<file path="src/rtl/alu_shift_pkg.sv">
package alu_shift_pkg;

  typedef enum logic [1:0] {
    FN_AND  = 2'b00,
    FN_OR   = 2'b01,
    FN_NOTB = 2'b10,
    FN_SUM  = 2'b11
  } alu_fn_e;

  typedef enum logic [1:0] {
    SH_PASS  = 2'b00,
    SH_LEFT  = 2'b01,
    SH_RIGHT = 2'b10,
    SH_BOTH  = 2'b11
  } shift_sel_e;

  // Layout matches the op_ctl port: [5:4] fn, [3] use_hold, [2] use_bus,
  // [1] flip_hold, [0] carry_in.
  typedef struct packed {
    alu_fn_e fn;
    logic    use_hold;
    logic    use_bus;
    logic    flip_hold;
    logic    carry_in;
  } alu_ctl_t;

  localparam int unsigned CTL_BITS = $bits(alu_ctl_t);

endpackage

</file>
<file path="src/rtl/alu_operand_stage.sv">
module alu_operand_stage
  import alu_shift_pkg::*;
#(
  parameter int unsigned WIDTH = 32
) (
  input  logic [WIDTH-1:0] hold_raw,
  input  logic [WIDTH-1:0] bus_raw,
  input  logic             use_hold,
  input  logic             use_bus,
  input  logic             flip_hold,
  output logic [WIDTH-1:0] hold_eff,
  output logic [WIDTH-1:0] bus_eff
);

  logic [WIDTH-1:0] hold_gated;

  always_comb begin
    hold_gated = use_hold ? hold_raw : '0;
    hold_eff   = flip_hold ? ~hold_gated : hold_gated;
    bus_eff    = use_bus ? bus_raw : '0;
  end

  // a gated-off operand yields only the constant the invert selects
  always_comb begin
    if (!use_hold) begin
      assert_gate_hold_R1: assert (hold_eff == {WIDTH{flip_hold}})
        else $error("held operand not gated");
    end
    if (!use_bus) begin
      assert_gate_bus_R1: assert (bus_eff == '0)
        else $error("bus operand not gated");
    end
  end

endmodule

</file>
<file path="src/rtl/alu_logic_core.sv">
module alu_logic_core
  import alu_shift_pkg::*;
#(
  parameter int unsigned WIDTH = 32
) (
  input  logic [WIDTH-1:0] opa,
  input  logic [WIDTH-1:0] opb,
  input  alu_fn_e          fn,
  input  logic             carry_in,
  output logic [WIDTH-1:0] value
);

  localparam logic [WIDTH-1:0] CIN_ZERO_EXT = '0;

  logic [WIDTH-1:0] cin_vec;
  logic [WIDTH-1:0] sum_val;

  always_comb begin
    cin_vec    = CIN_ZERO_EXT;
    cin_vec[0] = carry_in;
    sum_val    = opa + opb + cin_vec;
  end

  always_comb begin
    unique case (fn)
      FN_AND:  value = opa & opb;
      FN_OR:   value = opa | opb;
      FN_NOTB: value = ~opb;
      FN_SUM:  value = sum_val;
      default: value = '0;
    endcase
  end

  // complement of the bus operand is independent of the held operand
  always_comb begin
    if (fn == FN_NOTB) begin
      assert_notb_R5: assert ((value ^ opb) == '1)
        else $error("complement function wrong");
    end
  end

endmodule

</file>
<file path="src/rtl/alu_flag_gen.sv">
module alu_flag_gen #(
  parameter int unsigned WIDTH = 32,
  parameter int unsigned GROUP = 8
) (
  input  logic [WIDTH-1:0] value,
  output logic             neg,
  output logic             zero
);

  localparam int unsigned NGROUPS = (WIDTH + GROUP - 1) / GROUP;
  localparam int unsigned PADDED  = NGROUPS * GROUP;

  logic [PADDED-1:0]  padded;
  logic [NGROUPS-1:0] group_any;

  always_comb begin
    padded             = '0;
    padded[WIDTH-1:0]  = value;
  end

  // Two-level zero detect: per-group OR, then a NOR over the groups.
  for (genvar g = 0; g < NGROUPS; g++) begin : g_zgrp
    assign group_any[g] = |padded[g*GROUP +: GROUP];
  end

  assign zero = ~|group_any;
  assign neg  = value[WIDTH-1];

endmodule

</file>
<file path="src/rtl/alu_post_shifter.sv">
module alu_post_shifter
  import alu_shift_pkg::*;
#(
  parameter int unsigned WIDTH     = 32,
  parameter int unsigned LEFT_AMT  = 8,
  parameter int unsigned RIGHT_AMT = 1
) (
  input  logic [WIDTH-1:0] din,
  input  logic             want_left,
  input  logic             want_right,
  output logic [WIDTH-1:0] dout,
  output logic             conflict
);

  shift_sel_e       sel;
  logic [WIDTH-1:0] left_val;
  logic [WIDTH-1:0] right_val;

  always_comb begin
    sel       = shift_sel_e'({want_right, want_left});
    left_val  = din << LEFT_AMT;
    right_val = WIDTH'($signed(din) >>> RIGHT_AMT);
  end

  always_comb begin
    conflict = 1'b0;
    unique case (sel)
      SH_PASS:  dout = din;
      SH_LEFT:  dout = left_val;
      SH_RIGHT: dout = right_val;
      SH_BOTH: begin
        dout     = din;
        conflict = 1'b1;
      end
      default:  dout = din;
    endcase
  end

endmodule

</file>
<file path="src/rtl/alu_shift_unit.sv">
module alu_shift_unit
  import alu_shift_pkg::*;
#(
  parameter int unsigned WIDTH     = 32,
  parameter int unsigned LEFT_AMT  = 8,
  parameter int unsigned RIGHT_AMT = 1
) (
  input  logic [WIDTH-1:0]    hold_opnd,
  input  logic [WIDTH-1:0]    bus_opnd,
  input  logic [CTL_BITS-1:0] op_ctl,
  input  logic                shl_byte,
  input  logic                sar_one,
  output logic [WIDTH-1:0]    result,
  output logic                neg_flag,
  output logic                zero_flag,
  output logic                shift_conflict
);

  alu_ctl_t         ctl;
  logic [WIDTH-1:0] a_eff;
  logic [WIDTH-1:0] b_eff;
  logic [WIDTH-1:0] alu_val;

  assign ctl = alu_ctl_t'(op_ctl);

  alu_operand_stage #(.WIDTH(WIDTH)) u_opnd (
    .hold_raw  (hold_opnd),
    .bus_raw   (bus_opnd),
    .use_hold  (ctl.use_hold),
    .use_bus   (ctl.use_bus),
    .flip_hold (ctl.flip_hold),
    .hold_eff  (a_eff),
    .bus_eff   (b_eff)
  );

  alu_logic_core #(.WIDTH(WIDTH)) u_core (
    .opa      (a_eff),
    .opb      (b_eff),
    .fn       (ctl.fn),
    .carry_in (ctl.carry_in),
    .value    (alu_val)
  );

  alu_flag_gen #(.WIDTH(WIDTH), .GROUP(8)) u_flags (
    .value (alu_val),
    .neg   (neg_flag),
    .zero  (zero_flag)
  );

  alu_post_shifter #(
    .WIDTH     (WIDTH),
    .LEFT_AMT  (LEFT_AMT),
    .RIGHT_AMT (RIGHT_AMT)
  ) u_shift (
    .din        (alu_val),
    .want_left  (shl_byte),
    .want_right (sar_one),
    .dout       (result),
    .conflict   (shift_conflict)
  );

  // Checks across flag logic and shifter
  always_comb begin
    if (zero_flag) begin
      assert_zero_result_R8: assert (result == '0 && !neg_flag)
        else $error("zero flag with nonzero data");
    end
    if (!shl_byte && !sar_one) begin
      assert_pass_R11: assert (result == alu_val && !shift_conflict)
        else $error("pass mode altered value");
    end
    if (shl_byte && sar_one) begin
      assert_conflict_pass_R12: assert (result == alu_val && shift_conflict)
        else $error("conflict handling wrong");
    end
    if (shl_byte && !sar_one) begin
      assert_left_fill_R9: assert (result[LEFT_AMT-1:0] == '0 && !shift_conflict)
        else $error("left shift fill wrong");
    end
    if (sar_one && !shl_byte) begin
      assert_sign_keep_R10: assert (result[WIDTH-1] == neg_flag && !shift_conflict)
        else $error("arithmetic shift lost sign");
    end
  end

endmodule

</file>
<file path="config.mk">
export PLATFORM = sky130hd
export DESIGN_NAME = alu_shift_unit
export DESIGN_NICKNAME = d
export VERILOG_FILES = /design/src/rtl/alu_shift_pkg.sv /design/src/rtl/alu_operand_stage.sv /design/src/rtl/alu_logic_core.sv /design/src/rtl/alu_flag_gen.sv /design/src/rtl/alu_post_shifter.sv /design/src/rtl/alu_shift_unit.sv
export SDC_FILE = /design/constraint.sdc
export NUM_CORES = 1
export LEC_CHECK = 0
export ABC_CLOCK_PERIOD_IN_PS = 8700
export BUFFER_PORTS_ARGS = -buffer_cell sky130_fd_sc_hd__buf_4
export CORE_UTILIZATION = 33
export DETAILED_ROUTE_END_ITERATION = 8
export PLACE_DENSITY_LB_ADDON = 0.2
export RECOVER_POWER = 50
export REMOVE_ABC_BUFFERS = 1
export SYNTH_ARGS = -nofsm -noshare
export SYNTH_HDL_FRONTEND = slang
export SYNTH_HIERARCHICAL = 1
export SYNTH_SLANG_ARGS = --single-unit
export TNS_END_PERCENT = 5
</file>
<file path="constraint.sdc">
create_clock -name vclk -period 8.7
set_input_delay 0.435 -clock vclk [all_inputs]
set_output_delay 0.435 -clock vclk [all_outputs]
set_load 0.05 [all_outputs]
</file>
==> flow_metrics.tcl <==
set metrics [dict create \
    cp.arrival_ps 5700 \
    slew_headroom_pct -4.23 \
    portBuffers 107 \
    rsz0062_at_grt "false" \
    cts_setup_buffers 0 \
    coreArea_sq_um 13900 \
    power_density_nw_per_um2 100 \
    drt-vias-per-instance 5.25 \
    grt_max_degree 57 \
    grt_pass1_wl_um 23200 \
    setup_slack_ps 2560 \
    gp_congestion 0.907 \
    synthTopCellsByCount "97 x inv_1, 88 x nand2_1, 67 x ha_1, 51 x xnor2_1" \
    drtAntennaViolNets 0 \
    yosys-top-cells-area "ha_1 18%, mux4_2 10%, xnor2_1 9.4%, inv_1 7.7%, nand2_1 7.0%" \
    cp_max_fo 32 \
    max_freq_mhz 163 \
    wl_per_cell_um 15.6 \
    finalCritPeriodShare_pct 70.6 \
    status "complete, but fails checks" \
    pre_cts_ws_ps 3520 \
    totalWireLength_um 14100 \
    ys.warnings.count 6 \
    drive_above_1_share_pct 17.3 \
    hold_violations 0 \
    fin_crit_ps 6140 \
    num_vias 4762 \
    dp_hpwl_um 11300 \
    dpl-instance-area_sq_um 5460 \
    initial_core_util_pct 34.0 \
    leakagePower_nw 2.61 \
    post_cts_resized 0 \
    area_growth_pct 13.8 \
    end_kind "output port" \
    die_w_um 122 \
    drt_first_iter_violations 324 \
    grt_pass1_vias 4650 \
    die_h_um 122 \
    crit_path_start_kind "input port" \
    rows 43 \
    track_usage_pct 19.1 \
    synth_top_area_share_pct 17.7 \
    endpoint "zero_flag" \
    ys_seq_area_share_pct 0 \
    drv_slew 33 \
    synth_most_common_cell "inv_1" \
    design_area_sq_um 5400 \
    antenna_cells 0 \
    drc 0 \
    clock_buffers 0 \
    seq_area_sq_um 0 \
    syn_inst 664 \
    flops_and_latches 0 \
    worst_pin_slew_ps 1560 \
    grt_antenna_before_repair 0 \
    yosys.area.top_type "ha_1" \
    worstSetupStartpoint "op_ctl[3]" \
    nets 870 \
    dieArea_sq_um 14800 \
    holdBufCountCts 0 \
    critical_path_class "input port to output port" \
    grt_overflow 0 \
    required_ps 8270 \
    finalSetupViolations 0 \
    ir_worst_vdd_v 0.0000735 \
    hold_class "input port to output port" \
    violations "capacitance limit, slew limit" \
    maxCapViolCount 1 \
    netlist-cell-type-count 61 \
    postSynthAreaPerCell_sq_um 7.14 \
    synth_area_sq_um 4740 \
    tns_ps 0 \
    io_pins 107 \
    firstDrtPassIters 5 \
]
[through the flow]
step | hold slack (ps) | utilization, % | cells | total power, mW
final | 1440 | 38.7 | 907 | 0.540
after global routing | 1470 | 38.7 | 907 | 0.588
after CTS | 1290 | 39.1 | 907 | 0.549
after detailed placement | 1290 | 39.1 | 907 | 0.547
after global placement | 1290 | 39.1 | 907 | 0.544
after floorplan | 1210 | - | 620 | 0.387
[cell usage in the layout (no fill, tap or decap), drive strengths merged, types with 2 or more instances in the layout]
master,netlist,layout
and3,3,3
clkbuf,17,14
o21ai,45,45
a211oi,5,5
a21oi,33,33
o22ai,2,2
fa,2,2
nand3,8,8
mux2i,3,3
nand2,88,88
a21o,21,21
nor2,33,33
o221ai,5,5
ha,67,67
o21bai,9,9
a21boi,2,2
xnor2,51,51
nand4b,2,2
o211ai,3,3
a211o,4,4
a2111oi,2,2
nand4,6,6
nor4,9,9
inv,97,97
a22oi,31,31
o21a,6,6
mux4,22,22
buf,26,93
a31oi,4,4
xor2,9,9
and2,33,33
[metal layers]
layer	GRT usage [%]	share of wire (%)	vias to the layer above
met2	32.0	46	146
li1	-	-	2403
met5	0	0	-
met1	27.4	48	2203
met3	1.22	4.7	10
met4	2.39	1.1	0
[layout make-up]
type	count	area (sq um)
fill	1471	8540
tap	180	225
timing repair buffer	107	751
inverter	97	364
multi-input combinational	523	4060
[critical path: stages]
cell	delay, ps
clkbuf_1	1110
nand2_1	170
xnor2_1	390
inv_1	90
ha_1	310
a211oi_1	340
o211a_1	280
o21ai_2	140
a2111oi_0	850
o21ai_1	110
nand2_1	110
xnor2_1	60
mux4_2	520
nor4_1	200
nand4_1	130
nor2_1	210
buf_4	240
[worst min-delay path by stage]
stage                       start        endpoint  slack [ps]  cells after the start
after floorplan           sar_one  shift_conflict        1210                      1
after global placement    sar_one  shift_conflict        1290                      3
after detailed placement  sar_one  shift_conflict        1290                      3
after CTS                 sar_one  shift_conflict        1290                      3
after global routing      sar_one  shift_conflict        1470                      3
final                     sar_one  shift_conflict        1440                      3
[report_power, final]
part	internal [mW]	switching, mW
clock network	0	0
logic	0.198	0.342
registers	0	0
[logic make-up after synthesis]
logic type,share of synthesized area (%)
compound gates,26.4
xor+xnor,11.1
fa+ha+maj,18.5
buf+inv,14.4
mux,11.1
simple gates,18.5
No activity file was read; power rests on OpenSTA's default activity.
